## config.mk

```make
export PLATFORM = sky130hd
export DESIGN_NAME = pwr_rst_seq
export DESIGN_NICKNAME = d
export VERILOG_FILES = /design/src/rtl/rsq_pkg.sv /design/src/rtl/rsq_stack.sv /design/src/rtl/rsq_cause.sv /design/src/rtl/rsq_fsm.sv /design/src/rtl/pwr_rst_seq.sv
export SDC_FILE = /design/constraint.sdc
export NUM_CORES = 1
export LEC_CHECK = 0
export BUFFER_PORTS_ARGS = -buffer_cell sky130_fd_sc_hd__buf_2
export CAP_MARGIN = 20
export CORE_MARGIN = 5
export CORE_UTILIZATION = 50
export CTS_BUF_LIST = sky130_fd_sc_hd__clkbuf_8
export DETAILED_ROUTE_END_ITERATION = 8
export PLACE_DENSITY = 0.7
export SYNTH_ARGS = -nofsm -noshare
export SYNTH_HDL_FRONTEND = slang
export SYNTH_SLANG_ARGS = --single-unit
```

## constraint.sdc

```tcl
create_clock -name clk -period 4.1 [get_ports clk]
set_input_delay 0.82 -clock clk [delete_from_list [all_inputs] [get_ports clk]]
set_output_delay 0.82 -clock clk [all_outputs]
set_load 0.02 [all_outputs]
```

## src/rtl/rsq_pkg.sv

```systemverilog
package rsq_pkg;
    typedef enum logic [2:0] {
        ST_RUN,
        ST_RESET,
        ST_VECTOR,
        ST_SLEEP,
        ST_RESUME
    } seq_state_e;

    localparam int CAUSE_N     = 6;
    localparam int CB_EXT      = 0;
    localparam int CB_WDT      = 1;
    localparam int CB_WDT_WAKE = 2;
    localparam int CB_INSTR    = 3;
    localparam int CB_FULL     = 4;
    localparam int CB_UNDER    = 5;
endpackage

```

## src/rtl/rsq_stack.sv

```systemverilog
module rsq_stack #(
    parameter int W     = 21,
    parameter int DEPTH = 31
) (
    input  logic         clk,
    input  logic         rst_n,
    input  logic         clr,
    input  logic         push,
    input  logic         pop,
    input  logic [W-1:0] din,
    output logic [W-1:0] dout,
    output logic         full,
    output logic         empty
);
    localparam int PTR_W = $clog2(DEPTH + 1);

    logic [PTR_W-1:0] ptr;
    logic [W-1:0]     mem [DEPTH];
    logic             wr_en;
    logic             rd_en;

    assign full  = (ptr == PTR_W'(DEPTH));
    assign empty = (ptr == '0);
    assign wr_en = push && !full;
    assign rd_en = pop && !push && !empty;

    always_ff @(posedge clk or negedge rst_n) begin
        if (!rst_n)     ptr <= '0;
        else if (clr)   ptr <= '0;
        else if (wr_en) ptr <= ptr + 1'b1;
        else if (rd_en) ptr <= ptr - 1'b1;
    end

    for (genvar i = 0; i < DEPTH; i++) begin : g_entry
        always_ff @(posedge clk) begin
            if (!clr && wr_en && ptr == PTR_W'(i)) mem[i] <= din;
        end
    end

    assign dout = empty ? '0 : mem[ptr - 1'b1];
endmodule

```

## src/rtl/rsq_cause.sv

```systemverilog
module rsq_cause #(
    parameter int N = 6
) (
    input  logic         clk,
    input  logic         rst_n,
    input  logic [N-1:0] set,
    input  logic [N-1:0] clr,
    output logic [N-1:0] flags
);
    always_ff @(posedge clk or negedge rst_n) begin
        if (!rst_n) flags <= '0;
        else        flags <= (flags & ~clr) | set;
    end
endmodule

```

## src/rtl/rsq_fsm.sv

```systemverilog
module rsq_fsm
    import rsq_pkg::*;
#(
    parameter int PC_W = 21
) (
    input  logic               clk,
    input  logic               rst_n,
    input  logic               ext_rst,
    input  logic               wdt_to,
    input  logic               irq,
    input  logic               sleep_req,
    input  logic               rst_instr,
    input  logic               push,
    input  logic               pop,
    input  logic               stk_full,
    input  logic               stk_empty,
    input  logic [PC_W-1:0]    cur_pc,
    output logic               stk_push,
    output logic               stk_pop,
    output logic               stk_clr,
    output logic [CAUSE_N-1:0] cause_set,
    output logic               core_rst,
    output logic               core_hold,
    output logic               pc_load,
    output logic [PC_W-1:0]    pc_val
);
    seq_state_e      state, nxt;
    logic [PC_W-1:0] saved_pc;
    logic            save_pc;

    always_ff @(posedge clk or negedge rst_n) begin
        if (!rst_n) state <= ST_RUN;
        else        state <= nxt;
    end

    always_ff @(posedge clk or negedge rst_n) begin
        if (!rst_n)       saved_pc <= '0;
        else if (save_pc) saved_pc <= cur_pc;
    end

    always_comb begin
        nxt       = state;
        cause_set = '0;
        save_pc   = 1'b0;
        stk_push  = 1'b0;
        stk_pop   = 1'b0;
        unique case (state)
            ST_RUN: begin
                if (ext_rst) begin
                    nxt = ST_RESET; cause_set[CB_EXT] = 1'b1;
                end else if (wdt_to) begin
                    nxt = ST_RESET; cause_set[CB_WDT] = 1'b1;
                end else if (rst_instr) begin
                    nxt = ST_RESET; cause_set[CB_INSTR] = 1'b1;
                end else if (push && stk_full) begin
                    nxt = ST_RESET; cause_set[CB_FULL] = 1'b1;
                end else if (pop && !push && stk_empty) begin
                    nxt = ST_RESET; cause_set[CB_UNDER] = 1'b1;
                end else if (sleep_req) begin
                    nxt = ST_SLEEP; save_pc = 1'b1;
                end else begin
                    stk_push = push;
                    stk_pop  = pop;
                end
            end
            ST_RESET:  nxt = ST_VECTOR;
            ST_VECTOR: nxt = ST_RUN;
            ST_RESUME: nxt = ST_RUN;
            ST_SLEEP: begin
                if (ext_rst) begin
                    nxt = ST_RESET; cause_set[CB_EXT] = 1'b1;
                end else if (wdt_to) begin
                    nxt = ST_RESUME; cause_set[CB_WDT_WAKE] = 1'b1;
                end else if (irq) begin
                    nxt = ST_RESUME;
                end
            end
            default: nxt = ST_RUN;
        endcase
    end

    always_comb begin
        core_rst  = (state == ST_RESET);
        core_hold = (state == ST_SLEEP);
        pc_load   = (state == ST_VECTOR) || (state == ST_RESUME);
        pc_val    = (state == ST_RESUME) ? saved_pc + PC_W'(2) : '0;
        stk_clr   = (state == ST_RESET);
    end
endmodule

```

## src/rtl/pwr_rst_seq.sv

```systemverilog
module pwr_rst_seq
    import rsq_pkg::*;
#(
    parameter int PC_W      = 21,
    parameter int STK_DEPTH = 31
) (
    input  logic               clk,
    input  logic               rst_n,
    input  logic               ext_rst_i,
    input  logic               wdt_to_i,
    input  logic               ext_irq_i,
    input  logic               sleep_i,
    input  logic               rst_instr_i,
    input  logic               push_i,
    input  logic               pop_i,
    input  logic [PC_W-1:0]    push_data_i,
    input  logic [PC_W-1:0]    cur_pc_i,
    input  logic [CAUSE_N-1:0] cause_clr_i,
    output logic               core_rst_o,
    output logic               core_hold_o,
    output logic               pc_load_o,
    output logic [PC_W-1:0]    pc_val_o,
    output logic [CAUSE_N-1:0] cause_o,
    output logic [PC_W-1:0]    pop_data_o,
    output logic               stk_full_o,
    output logic               stk_empty_o
);
    logic               stk_push, stk_pop, stk_clr;
    logic [CAUSE_N-1:0] cause_set;

    rsq_fsm #(.PC_W(PC_W)) u_fsm (
        .clk(clk), .rst_n(rst_n),
        .ext_rst(ext_rst_i), .wdt_to(wdt_to_i), .irq(ext_irq_i),
        .sleep_req(sleep_i), .rst_instr(rst_instr_i),
        .push(push_i), .pop(pop_i),
        .stk_full(stk_full_o), .stk_empty(stk_empty_o),
        .cur_pc(cur_pc_i),
        .stk_push(stk_push), .stk_pop(stk_pop), .stk_clr(stk_clr),
        .cause_set(cause_set),
        .core_rst(core_rst_o), .core_hold(core_hold_o),
        .pc_load(pc_load_o), .pc_val(pc_val_o)
    );

    rsq_stack #(.W(PC_W), .DEPTH(STK_DEPTH)) u_stack (
        .clk(clk), .rst_n(rst_n), .clr(stk_clr),
        .push(stk_push), .pop(stk_pop), .din(push_data_i),
        .dout(pop_data_o), .full(stk_full_o), .empty(stk_empty_o)
    );

    rsq_cause #(.N(CAUSE_N)) u_cause (
        .clk(clk), .rst_n(rst_n), .set(cause_set),
        .clr(cause_clr_i), .flags(cause_o)
    );
endmodule

```

==> summary.txt <==
GRT
  • Initial antenna violation count: 3
  • Global router's overall resource usage: between 20% and 30%
  • Overflow after GRT: 0
  • Largest net degree at the start of global routing: a little over 80
  • Vias in the first global route: around 17000
  • Global-route wire length before repair: about 110 mm

Synthesis
  • Register area share after synthesis: 72.3%
  • Main combinational cell family by area after synthesis: multiplexers
  • Largest cells by area after synthesis: edfxtp_1 (69%), mux4_2 (5.2%), mux2i_1 (5.0%)
  • Xor/xnor share of the synthesized area: less than 1%
  • Mapped Avg Cell Area: approximately 17 µm²
  • Register bit total from synthesis: about 690
  • Netlist cell types: 55
  • Synth Cell Area: between 20000 and 30000 µm²
  • Simple-gate portion of the synthesized area: roughly 5.6%
  • Main synth FF type: edfxtp_1
  • EDFF count, synth: 651
  • Fraction of the mapped netlist area in adder cells: less than 1%
  • Post-synthesis cell count: roughly 1700
  • Post-synthesis async set-or-reset flop share: between 5 and 6%
  • Post-synthesis mux area share: about an eighth
  • Ys Warns: 0
  • Post-synth top area cell: edfxtp_1
  • Post-synthesis compound-gate area fraction: under 10%
  • Syn nets: 1777
  • Share of the synthesized area in the top cell type: just under 70%

Placement
  • Post-placement setup slack: 206 ps
  • Port Buffers: around 110
  • Detailed placer's ending HPWL: around 43 mm
  • RePlAce Congestion: about 0.83

Clock tree
  • Clk Latency, worst-skew pair: ~730 ps
  • CTS tree: done
  • CTS H-tree depth: 3
  • Clock Tree Root: clkbuf_8
  • Num CTS Buffers: roughly 110
  • Hold_buf cts: 0
  • CTS Buffer Depth: 3
  • Clock transition at path regs: ~60 ps
  • Clk sinks: slightly below 700

Setup path
  • Buf/Inv on CP: 5
  • Slowest cell on crit path: dfrtp_4
  • Crit path largest cell delay: 520 ps
  • CP Data Required Time: approximately 3300 ps
  • Worst R2R End: u_stack.mem[20][13]
  • CP Launch Point: u_stack.ptr[0]
  • Worst R2R Path Depth: 10
  • Critical Path Sink: pop_data_o[11]
  • Critical Path AT: about 3400 ps
  • Critical path depth: 11
  • R2r startpoint: u_stack.ptr[0]
  • Worst path cell trace: inv_4 > ha_4 > xnor2_4 > buf_6 > buf_12 > buf_16 > mux4_2 > mux2_2 > a32oi_2 > nand4_1 > buf_2
  • CP endpoint kind: output port
  • Critical path fanouts, max: 7
  • CP Launch Type: flip-flop
  • Internal reg-to-reg setup slack: around 290 ps
  • Largest delay share family, worst path: buffers and inverters
  • WS Path Type: reg -> out

Die
  • Die width: between 200 and 250 µm
  • Die ar.: between 60000 and 70000 µm²
  • Cell row count: a little under 90
  • Placeable core region: ~56000 µm²
  • I/O pin cnt: 110
  • Die height: about 250 µm
  • Starting density of the core: between 50 and 60%

Route
  • Antenna Violating Nets Remaining: 0
  • Final wirelength: 74.2 mm
  • DR iter-0 viols: approximately 1800
  • DRC: 0
  • DR pass1 iterations: 6
  • Vias post-DR: around 17000
  • Vias per inst: just over 6
  • WL per Instance: between 20 and 30 µm

Timing
  • Post-route setup slack: -97.4 ps
  • Least-Margin Pin Slew: 812 ps
  • Fmax: 238 MHz
  • Setup TNS: -686 ps
  • Slew margin rel.: between 40% and 50%
  • Unrepaired setup endpoints after global routing: yes
  • Tmin final: between 4000 and 5000 ps
  • Final Skew: about 54 ps
  • Final setup viols: 15
  • Final Hold Vio Count: 0
  • Fin crit share: 102%
  • Pins Over Slew Limit: 0

Final layout
  • Area Overhead vs Synth: 18.6%
  • Fin nets: a little over 2000
  • Layout fillers: around 4100
  • Final Util: between 50% and 60%
  • Reg area: 20400 µm²
  • Layout cells sized above 1: between 20 and 30%
  • Multi-input gate area: between 7000 and 8000 µm²

Run
  • Max-cap violations: 0

Status
  • Outcome: finished, violations left
  • Failing checks: negative setup slack

Pwr
  • PwrDens: roughly 510 nW/µm²
  • Leak Pwr: about 11 nW
  • Final Total Pwr: 0.0171 W
  • VDD IR-drop max: between 0.3 and 0.4 mV

Min path
  • Type of the tightest min-delay check: in -> async
placed cells by master (no fill, tap or decap), types with 9 or more instances in the layout:
master	Yosys	final
edfxtp_1	651	651
mux2i_1	142	142
clkbuf_8	0	110
nand2_1	105	105
buf_2	12	91
buf_4	0	89
inv_1	31	73
mux4_2	65	65
o21ai_0	65	56
nor2_1	78	46
a22oi_1	42	39
mux2_4	19	36
buf_6	3	34
dfrtp_1	35	32
nand3_1	30	30
clkinv_1	0	27
a21oi_1	25	25
nand4_1	25	25
or3_1	24	24
nor2_2	0	23
o2111ai_1	20	20
o31ai_1	20	20
o211ai_1	20	20
a221o_1	20	20
and2_1	20	17
a211oi_1	20	17
buf_12	0	17
mux2_2	28	11
xor2_1	11	11
a32oi_4	0	11
xnor2_1	12	10
nor2_4	0	9
a32oi_2	0	9
clkinv_2	0	9
worst min path at each step:
stage | start | end | cells after the start
final | rst_n | u_cause.flags[3] | 1
after global placement | u_fsm.saved_pc[0] | u_fsm.saved_pc[0] | 1
after floorplan | u_fsm.saved_pc[0] | u_fsm.saved_pc[0] | 1
after detailed placement | u_fsm.saved_pc[0] | u_fsm.saved_pc[0] | 1
after CTS | rst_n | u_fsm.saved_pc[18] | 1
after global routing | rst_n | u_cause.flags[3] | 1
cells by family (layout without fill, tap and decap cells):
logic type      Yosys count  count (layout)
xor+xnor                 23              23
buf+inv                 144             473
mux                     254             254
simple gates            329             329
compound gates          268             268
fa+ha+maj                 8               8
flops                   686             686
other cells               0               2
registers in the layout, summed over array words and instances, names as in the netlist:
signal,count
u_stack.mem,651
u_fsm.saved_pc,21
u_cause.flags,6
u_stack.ptr,5
u_fsm.state,3
Yosys cell counts, drive strengths merged (3+ instances only):
cell type	count
a32oi	20
nor4	5
o31ai	20
inv	32
nor3	12
a22oi	42
edfxtp	651
buf	28
a21oi	25
nand4	25
o21ai	65
or3	24
o211ai	20
nor2b	3
nor2	78
and3	8
nand3b	5
clkbuf	84
ha	8
a211oi	20
dfrtp	35
a221o	20
mux2	47
xor2	11
o2111ai	20
mux2i	142
nand3	30
xnor2	12
o22ai	5
and2	23
mux4	65
nand2	105
timing repair:
item,in CTS,in global routing
buffers inserted,27,6
pin swaps,27,22
hold endpoints to repair,0,0
resized for setup,124,39
setup endpoints to repair,21,21
gates cloned,9,2
where the power goes:
part / total [W] / switching, W / internal (W)
sequential: 0.00796 / 0.000151 / 0.00781
combinational: 0.00397 / 0.00220 / 0.00177
clock: 0.00516 / 0.00265 / 0.00251
area by class of cell:
class                           count  area share [%]
Antenna cell                        2          0.0149
Timing Repair Buffer              246            6.64
Sequential cell                   686            61.0
Inverter                           32           0.366
Clock buffer                      110            4.52
Multi-Input combinational cell    882            23.5
Tap cell                          756            2.82
Clock inverter                     85            1.20
metrics by stage:
step	hold slack, ps	instance area (µm²)	instances
finish	204	33500	2799
global route	242	33500	2798
CTS	180	33300	2790
detailed placement	494	30300	2560
global placement	489	30300	2559
floorplan	471	28400	1712
layer usage:
layer  GRT usage [%]  routed length, µm
met3            5.80               7030
met1            32.6              29400
met5               0                  0
met2            38.6              35500
met4            8.14               2300
Power figures use the tool's default switching activity.
